**src/rtl/rgs_pkg.sv**
```systemverilog
package rgs_pkg;

  // Fixed divide stage that follows the pre-divider.
  localparam int unsigned FIXED_DIV = 10;

  typedef enum logic [1:0] {
    ST_IDLE,
    ST_ISSUE,
    ST_WAIT,
    ST_FINISH
  } scan_state_e;

endpackage

```
**src/rtl/rgs_serial_div.sv**
```systemverilog
// Restoring divider, one quotient bit per cycle.
module rgs_serial_div #(
  parameter int DIVIDEND_W = 32,
  parameter int DIVISOR_W  = 5
) (
  input  logic                  clk,
  input  logic                  rst_n,
  input  logic                  go_i,
  input  logic [DIVIDEND_W-1:0] dividend_i,
  input  logic [DIVISOR_W-1:0]  divisor_i,
  output logic                  busy_o,
  output logic                  valid_o,
  output logic [DIVIDEND_W-1:0] quot_o
);

  localparam int CNT_W = $clog2(DIVIDEND_W + 1);

  logic [DIVISOR_W-1:0]  rem_q;
  logic [DIVISOR_W-1:0]  dsr_q;
  logic [DIVIDEND_W-1:0] quo_q;
  logic [CNT_W-1:0]      cnt_q;
  logic                  busy_q;
  logic                  valid_q;

  // One restoring step: shift in the next dividend bit, subtract when it fits.
  function automatic logic [DIVISOR_W+DIVIDEND_W-1:0] div_step(
    input logic [DIVISOR_W-1:0]  rem,
    input logic [DIVIDEND_W-1:0] quo,
    input logic [DIVISOR_W-1:0]  dsr
  );
    logic [DIVISOR_W:0] sh;
    logic               qbit;
    sh   = {rem, quo[DIVIDEND_W-1]};
    qbit = 1'b0;
    if (sh >= {1'b0, dsr}) begin
      sh   = sh - {1'b0, dsr};
      qbit = 1'b1;
    end
    return {sh[DIVISOR_W-1:0], quo[DIVIDEND_W-2:0], qbit};
  endfunction

  always_ff @(posedge clk or negedge rst_n) begin
    if (!rst_n) begin
      rem_q   <= '0;
      dsr_q   <= '0;
      quo_q   <= '0;
      cnt_q   <= '0;
      busy_q  <= 1'b0;
      valid_q <= 1'b0;
    end else begin
      valid_q <= 1'b0;
      if (go_i) begin
        rem_q  <= '0;
        quo_q  <= dividend_i;
        dsr_q  <= divisor_i;
        cnt_q  <= CNT_W'(DIVIDEND_W);
        busy_q <= 1'b1;
      end else if (busy_q) begin
        {rem_q, quo_q} <= div_step(rem_q, quo_q, dsr_q);
        cnt_q          <= cnt_q - CNT_W'(1);
        if (cnt_q == CNT_W'(1)) begin
          busy_q  <= 1'b0;
          valid_q <= 1'b1;
        end
      end
    end
  end

  assign busy_o  = busy_q;
  assign valid_o = valid_q;
  assign quot_o  = quo_q;

  // the partial remainder stays below the divisor throughout a division.
  a_r1_rem_bound: assert property (@(posedge clk) disable iff (!rst_n)
    busy_q |-> (rem_q < dsr_q));

  // a launch always starts a division.
  a_r6_go_starts: assert property (@(posedge clk) disable iff (!rst_n)
    go_i |=> busy_q);

endmodule

```
**src/rtl/rgs_scan_ctrl.sv**
```systemverilog
// Walks the (M, N) grid: M outer, N inner, one division per candidate.
module rgs_scan_ctrl
  import rgs_pkg::*;
#(
  parameter int M_COUNT = 16,
  parameter int N_COUNT = 8
) (
  input  logic                       clk,
  input  logic                       rst_n,
  input  logic                       start_i,
  input  logic                       div_valid_i,
  output logic                       accept_o,
  output logic                       issue_o,
  output logic                       eval_o,
  output logic                       busy_o,
  output logic                       done_o,
  output logic [$clog2(M_COUNT)-1:0] m_o,
  output logic [$clog2(N_COUNT)-1:0] n_o
);

  localparam int M_W = $clog2(M_COUNT);
  localparam int N_W = $clog2(N_COUNT);
  localparam logic [M_W-1:0] M_LAST = M_W'(M_COUNT - 1);
  localparam logic [N_W-1:0] N_LAST = N_W'(N_COUNT - 1);

  scan_state_e    state_q;
  logic [M_W-1:0] m_q;
  logic [N_W-1:0] n_q;
  logic           last_cand;

  assign last_cand = (m_q == M_LAST) && (n_q == N_LAST);
  assign accept_o  = (state_q == ST_IDLE) && start_i;
  assign issue_o   = (state_q == ST_ISSUE);
  assign eval_o    = (state_q == ST_WAIT) && div_valid_i;
  assign busy_o    = (state_q != ST_IDLE);
  assign done_o    = (state_q == ST_FINISH);
  assign m_o       = m_q;
  assign n_o       = n_q;

  always_ff @(posedge clk or negedge rst_n) begin
    if (!rst_n) begin
      state_q <= ST_IDLE;
      m_q     <= '0;
      n_q     <= '0;
    end else begin
      unique case (state_q)
        ST_IDLE: if (start_i) begin
          m_q     <= '0;
          n_q     <= '0;
          state_q <= ST_ISSUE;
        end
        ST_ISSUE: state_q <= ST_WAIT;
        ST_WAIT: if (div_valid_i) begin
          if (last_cand) begin
            state_q <= ST_FINISH;
          end else begin
            if (n_q == N_LAST) begin
              n_q <= '0;
              m_q <= m_q + M_W'(1);
            end else begin
              n_q <= n_q + N_W'(1);
            end
            state_q <= ST_ISSUE;
          end
        end
        ST_FINISH: state_q <= ST_IDLE;
        default:   state_q <= ST_IDLE;
      endcase
    end
  end

  // done is a single-cycle pulse.
  a_r6_done_pulse: assert property (@(posedge clk) disable iff (!rst_n)
    done_o |=> !done_o);

  // an evaluation that is not the last one moves to the next candidate.
  a_r2_scan_advance: assert property (@(posedge clk) disable iff (!rst_n)
    (eval_o && !last_cand) |=> (issue_o && ((m_q != $past(m_q)) || (n_q != $past(n_q)))));

endmodule

```
**src/rtl/rgs_best_track.sv**
```systemverilog
// Keeps the best candidate seen so far, never above the target.
module rgs_best_track #(
  parameter int RATE_W = 32,
  parameter int M_W    = 4,
  parameter int N_W    = 3
) (
  input  logic              clk,
  input  logic              rst_n,
  input  logic              clear_i,
  input  logic              eval_i,
  input  logic [RATE_W-1:0] target_i,
  input  logic [RATE_W-1:0] cand_rate_i,
  input  logic [M_W-1:0]    cand_m_i,
  input  logic [N_W-1:0]    cand_n_i,
  output logic [RATE_W-1:0] best_rate_o,
  output logic [M_W-1:0]    best_m_o,
  output logic [N_W-1:0]    best_n_o
);

  function automatic logic [RATE_W-1:0] abs_gap(
    input logic [RATE_W-1:0] a,
    input logic [RATE_W-1:0] b
  );
    return (a >= b) ? (a - b) : (b - a);
  endfunction

  logic [RATE_W-1:0] best_rate_q;
  logic [M_W-1:0]    best_m_q;
  logic [N_W-1:0]    best_n_q;
  logic              cand_fits;
  logic              cand_closer;
  logic              take_cand;

  assign cand_fits   = (cand_rate_i <= target_i);
  assign cand_closer = abs_gap(target_i, cand_rate_i) < abs_gap(target_i, best_rate_q);
  assign take_cand   = eval_i && cand_fits && cand_closer;

  always_ff @(posedge clk or negedge rst_n) begin
    if (!rst_n) begin
      best_rate_q <= '0;
      best_m_q    <= '0;
      best_n_q    <= '0;
    end else if (clear_i) begin
      best_rate_q <= '0;
      best_m_q    <= '0;
      best_n_q    <= '0;
    end else if (take_cand) begin
      best_rate_q <= cand_rate_i;
      best_m_q    <= cand_m_i;
      best_n_q    <= cand_n_i;
    end
  end

  assign best_rate_o = best_rate_q;
  assign best_m_o    = best_m_q;
  assign best_n_o    = best_n_q;

  // the kept rate never exceeds the latched target.
  a_r3_not_above: assert property (@(posedge clk) disable iff (!rst_n)
    best_rate_q <= target_i);

  // a replacement always moves strictly closer, i.e. the rate rises.
  a_r4_strict_gain: assert property (@(posedge clk) disable iff (!rst_n)
    (take_cand && !clear_i) |=> (best_rate_q > $past(best_rate_q)));

endmodule

```
**src/rtl/rate_grid_search.sv**
```systemverilog
module rate_grid_search
  import rgs_pkg::*;
#(
  parameter int RATE_W   = 32,
  parameter int M_COUNT  = 16,
  parameter int N_COUNT  = 8,
  parameter int PRE_DIV  = 2,
  parameter int M_OFFSET = 1
) (
  input  logic                       clk,
  input  logic                       rst_n,
  input  logic                       start_i,
  input  logic [RATE_W-1:0]          parent_rate_i,
  input  logic [RATE_W-1:0]          target_rate_i,
  output logic                       busy_o,
  output logic                       done_o,
  output logic [$clog2(M_COUNT)-1:0] best_m_o,
  output logic [$clog2(N_COUNT)-1:0] best_n_o,
  output logic [RATE_W-1:0]          best_rate_o
);

  localparam int M_W   = $clog2(M_COUNT);
  localparam int N_W   = $clog2(N_COUNT);
  localparam int DSR_W = $clog2(M_COUNT + M_OFFSET);

  // Pre-divider and fixed divide-by-ten, applied once per search.
  function automatic logic [RATE_W-1:0] scale_parent(input logic [RATE_W-1:0] p);
    logic [RATE_W-1:0] pre;
    pre = p / RATE_W'(PRE_DIV);
    return pre / RATE_W'(FIXED_DIV);
  endfunction

  logic [RATE_W-1:0] base_q;
  logic [RATE_W-1:0] target_q;
  logic              accept;
  logic              issue;
  logic              eval;
  logic [M_W-1:0]    cur_m;
  logic [N_W-1:0]    cur_n;
  logic              div_busy;
  logic              div_valid;
  logic [RATE_W-1:0] div_quot;
  logic [RATE_W-1:0] cand_dividend;
  logic [DSR_W-1:0]  cand_divisor;

  always_ff @(posedge clk or negedge rst_n) begin
    if (!rst_n) begin
      base_q   <= '0;
      target_q <= '0;
    end else if (accept) begin
      base_q   <= scale_parent(parent_rate_i);
      target_q <= target_rate_i;
    end
  end

  assign cand_dividend = base_q >> cur_n;
  assign cand_divisor  = DSR_W'(cur_m) + DSR_W'(M_OFFSET);

  rgs_scan_ctrl #(
    .M_COUNT(M_COUNT),
    .N_COUNT(N_COUNT)
  ) u_scan (
    .clk         (clk),
    .rst_n       (rst_n),
    .start_i     (start_i),
    .div_valid_i (div_valid),
    .accept_o    (accept),
    .issue_o     (issue),
    .eval_o      (eval),
    .busy_o      (busy_o),
    .done_o      (done_o),
    .m_o         (cur_m),
    .n_o         (cur_n)
  );

  rgs_serial_div #(
    .DIVIDEND_W(RATE_W),
    .DIVISOR_W (DSR_W)
  ) u_div (
    .clk        (clk),
    .rst_n      (rst_n),
    .go_i       (issue),
    .dividend_i (cand_dividend),
    .divisor_i  (cand_divisor),
    .busy_o     (div_busy),
    .valid_o    (div_valid),
    .quot_o     (div_quot)
  );

  rgs_best_track #(
    .RATE_W(RATE_W),
    .M_W   (M_W),
    .N_W   (N_W)
  ) u_best (
    .clk         (clk),
    .rst_n       (rst_n),
    .clear_i     (accept),
    .eval_i      (eval),
    .target_i    (target_q),
    .cand_rate_i (div_quot),
    .cand_m_i    (cur_m),
    .cand_n_i    (cur_n),
    .best_rate_o (best_rate_o),
    .best_m_o    (best_m_o),
    .best_n_o    (best_n_o)
  );

  // a new candidate is never launched over a running division.
  a_r6_no_overlap: assert property (@(posedge clk) disable iff (!rst_n)
    issue |-> !div_busy);

  // a start seen while busy leaves the latched rates untouched.
  a_r7_start_ignored: assert property (@(posedge clk) disable iff (!rst_n)
    (busy_o && start_i) |=> ($stable(target_q) && $stable(base_q)));

  // results hold while idle without a start.
  a_r8_hold_idle: assert property (@(posedge clk) disable iff (!rst_n)
    (!busy_o && !start_i) |=>
      ($stable(best_rate_o) && $stable(best_m_o) && $stable(best_n_o)));

  // a rate-0 candidate can never displace the initial choice.
  a_r5_zero_start: assert property (@(posedge clk) disable iff (!rst_n)
    (best_rate_o == '0) |-> ((best_m_o == '0) && (best_n_o == '0)));

endmodule

```
**config.mk**
```make
export PLATFORM = sky130hd
export DESIGN_NAME = rate_grid_search
export DESIGN_NICKNAME = d
export VERILOG_FILES = /design/src/rtl/rgs_pkg.sv /design/src/rtl/rgs_serial_div.sv /design/src/rtl/rgs_scan_ctrl.sv /design/src/rtl/rgs_best_track.sv /design/src/rtl/rate_grid_search.sv
export SDC_FILE = /design/constraint.sdc
export NUM_CORES = 1
export LEC_CHECK = 0
export ABC_CLOCK_PERIOD_IN_PS = 26200
export BUFFER_PORTS_ARGS = -buffer_cell sky130_fd_sc_hd__buf_2
export CAP_MARGIN = 5
export CORE_ASPECT_RATIO = 2
export CORE_MARGIN = 2
export CORE_UTILIZATION = 63
export CTS_CLUSTER_SIZE = 30
export DETAILED_ROUTE_END_ITERATION = 6
export GPL_TIMING_DRIVEN = 0
export PLACE_DENSITY = 0.85
export SYNTH_ARGS = -nofsm -noshare
export SYNTH_HDL_FRONTEND = slang
export SYNTH_SLANG_ARGS = --single-unit
```
**constraint.sdc**
```tcl
create_clock -name clk -period 26.2 [get_ports clk]
set_input_delay 2.62 -clock clk [delete_from_list [all_inputs] [get_ports clk]]
set_output_delay 2.62 -clock clk [all_outputs]
set_load 0.02 [all_outputs]
```
==> run summary <==
Status - finished, violations left
Failing checks - DRC
Avg Cell Area, Syn - 7.59 sq um
Post-synth top area share - 20.1%
Worst skew pair latency - 0.47 ns
Crit-path max FO - 10
Skew final - 0.0160 ns
DP HPWL - 61.8 mm
First-pass GRT wire length - 122 mm
Leading area contributor after synthesis - dfrtp_1
Layout cells sized above 1 - 8.62%
Core ar. - 0.0307 sq mm
CP peak stage delay - 0.76 ns
Flops & latches, synth - 158
Adder-Cell Fraction of Synth Area - 11.4%
TritonCTS clock tree - yes
Port Buffers - 94
WHS - 0.504 ns
Setup crit end kind - register
DR pass1 iterations - 7
H-tree lvl count - 4
Synthesized Nets - 2828
Simple-gate portion of the synthesized area - 17.8%
Die X - 129 um
Mapped Cells - 2588
Sequential fraction of the synthesis area - 20.1%
Post-synth EDFFs - 0
IO Count - 108
Die ar. - 0.0327 sq mm
Period utilisation layout - 51.9%
Critical Path Start Type - input pin
Synth top area cells - dfrtp_1 (20%), ha_1 (11%), nand2_1 (5.5%)
Area delta synth->final - 8.02%
CTS Buf Count - 17
Ys async rst share - 100%
Fin Setup TNS - 0 ns
Largest family of logic cells by synthesized area - compound AO/OA/AOI/OAI gates
Gpl congestion - 1.09
Pins Over Slew Limit - 0
Post-CTS setup buffer count - 0
Total GRT Usage - 49.4%
Tmin final - 13.60 ns
Crit path kind - input pin to register
Placed cell area - 0.0206 sq mm
Post-cts resize count - 0
DRC Markers - 6
Largest net degree at the start of global routing - 102
Final WL - 81.0 mm
Synth Flop Type - dfrtp_1
Crit path DAT - 14.02 ns
FMAX - 0.0735 GHz
Ys Warns - 0
Vias per cell - 7.24
Drt initial violations - 2195
# clock sinks - 158
Worst-case clock buffer depth - 2
Count of final setup violators - 0
Maxcap violations - 0
Final Hold Viols - 0
Critical path's most frequent cell - buf_2
Via Count - 22400
Number of global-route vias before repair - 22800
CTS Hold Bufs - 0
Clock Root Buffer - clkbuf_16
Hold WC Path Type - register to register
WL/cell - 26.2 um
Die Y - 254 um
Compound-Gate Fraction of Synth Area - 34.1%
Starting Density - 63.9%
Synth Cell Area - 0.0196 sq mm
Design area - 0.0212 sq mm
GRT overflow - 0
Unrepaired setup endpoints after global routing - false
Yosys cell types - 115
Layout net count - 2944
Antenna violations before repair - 8
Row count - 91
Relative slew slack - 7.45%
Slowest CP cell - a221oi_1
Detail Route Antenna Nets - 0
Critical Path RT - 26.61 ns
Proportion of synthesized area in mux cells - 5.84%
CTS clk-pin slew, worst paths - 0.07 ns
Synth Area in XOR/XNOR - 4.01%
Worst slew pin tran - 1.38 ns
-- final timing paths --
path | startpoint | to | slack (ns) | depth (start not counted)
worst min register to register | u_div.dsr_q[3] | u_div.dsr_q[3] | 0.50 | 2
min in group asynchronous | rst_n | u_best.best_rate_o[11] | 2.09 | 1
worst max-delay path | parent_rate_i[29] | base_q[0] | 12.60 | 37
worst min-delay path | u_div.dsr_q[3] | u_div.dsr_q[3] | 0.50 | 2
max in group asynchronous | rst_n | u_scan.n_o[2] | 23.16 | 2
worst max register to register | target_q[0] | u_best.best_rate_o[8] | 12.79 | 53
-- stage by stage --
step / setup slack (ns) / utilization [%] / std cells
global route: 12.16 / 68.9 / 3088
finish: 12.60 / 69.0 / 3092
floorplan: 14.87 / - / 2588
CTS: 12.67 / 68.8 / 3086
global placement: 12.83 / 66.9 / 3054
detailed placement: 12.67 / 67.0 / 3055
-- layout by cell type (no fill, tap or decap), drive strengths merged, types with 14 or more instances in the layout --
cell | netlist | routed
inv | 156 | 164
mux2 | 19 | 19
nor4 | 20 | 20
clkbuf | 145 | 163
a211oi | 50 | 50
nand2b | 26 | 26
or3 | 16 | 16
nor2 | 162 | 162
o21bai | 36 | 36
a21o | 130 | 130
xor2 | 32 | 32
nor2b | 23 | 23
nand4 | 39 | 39
and3 | 22 | 22
nor3 | 52 | 52
mux2i | 88 | 88
nand3 | 53 | 53
o2111ai | 15 | 15
o211ai | 26 | 26
o21ai | 223 | 223
buf | 32 | 129
xnor2 | 57 | 57
o211a | 18 | 18
o31ai | 53 | 53
ha | 168 | 168
nand2 | 290 | 290
dfrtp | 158 | 158
o22ai | 14 | 14
a31oi | 43 | 43
a21oi | 219 | 219
-- logic make-up (layout without fill, tap and decap cells) --
group / Yosys count / count (layout)
buf+inv: 338 / 466
mux: 108 / 108
flops: 158 / 158
other cells: 0 / 4
compound gates: 975 / 975
xor+xnor: 89 / 89
fa+ha+maj: 176 / 176
simple gates: 744 / 744
-- layout make-up --
cell class	count	area [sq um]
clock buffer	18	439
timing repair buffer	97	527
sequential	158	3950
buffer	177	713
tap	372	465
inverter	161	604
fill	2590	9540
antenna	4	10.0
multi-input combinational	2092	14400
clock inverter	13	124
-- Yosys cell counts (all sizes together) (15+ instances only) --
| library cell | count |
|---|---|
| ha | 168 |
| nand4 | 39 |
| o21bai | 36 |
| nor2 | 162 |
| nor3 | 52 |
| xor2 | 32 |
| xnor2 | 57 |
| clkbuf | 145 |
| o31ai | 53 |
| mux2i | 88 |
| nand3 | 53 |
| mux2 | 19 |
| a31oi | 43 |
| a21o | 130 |
| nor2b | 23 |
| o211a | 18 |
| o211ai | 26 |
| o21ai | 223 |
| a21oi | 219 |
| o2111ai | 15 |
| and3 | 22 |
| nand2 | 290 |
| inv | 156 |
| or3 | 16 |
| nand2b | 26 |
| a211oi | 50 |
| buf | 32 |
| dfrtp | 158 |
| nor4 | 20 |
-- flip-flops by register name, indices dropped and copies added (netlist names) --
register            flops
base_q                 28
target_q               32
u_best.best_m_o         4
u_best.best_n_o         3
u_best.best_rate_o     32
u_div.busy_o            1
u_div.cnt_q             6
u_div.dsr_q             5
u_div.quot_o           32
u_div.rem_q             5
u_div.valid_o           1
u_scan.m_o              4
u_scan.n_o              3
u_scan.state_q          2
-- critical path, delay by kind of cell --
| family | cells | cell delay [ns] |
|---|---|---|
| simple gates | 13 | 3.53 |
| compound gates | 18 | 6.30 |
| buf+inv | 5 | 1.37 |
| mux | 1 | 0.16 |
-- metal layers --
metal  global-route usage, %  routed length, um
met1                    41.5              23900
met2                    84.9              39400
met3                    15.4               6800
met4                    54.4              10800
met5                   0.159                 57
Power is left out: the tool's default activity adds up to more than one toggle a clock period on the data nets, which glitch-free logic cannot reach.
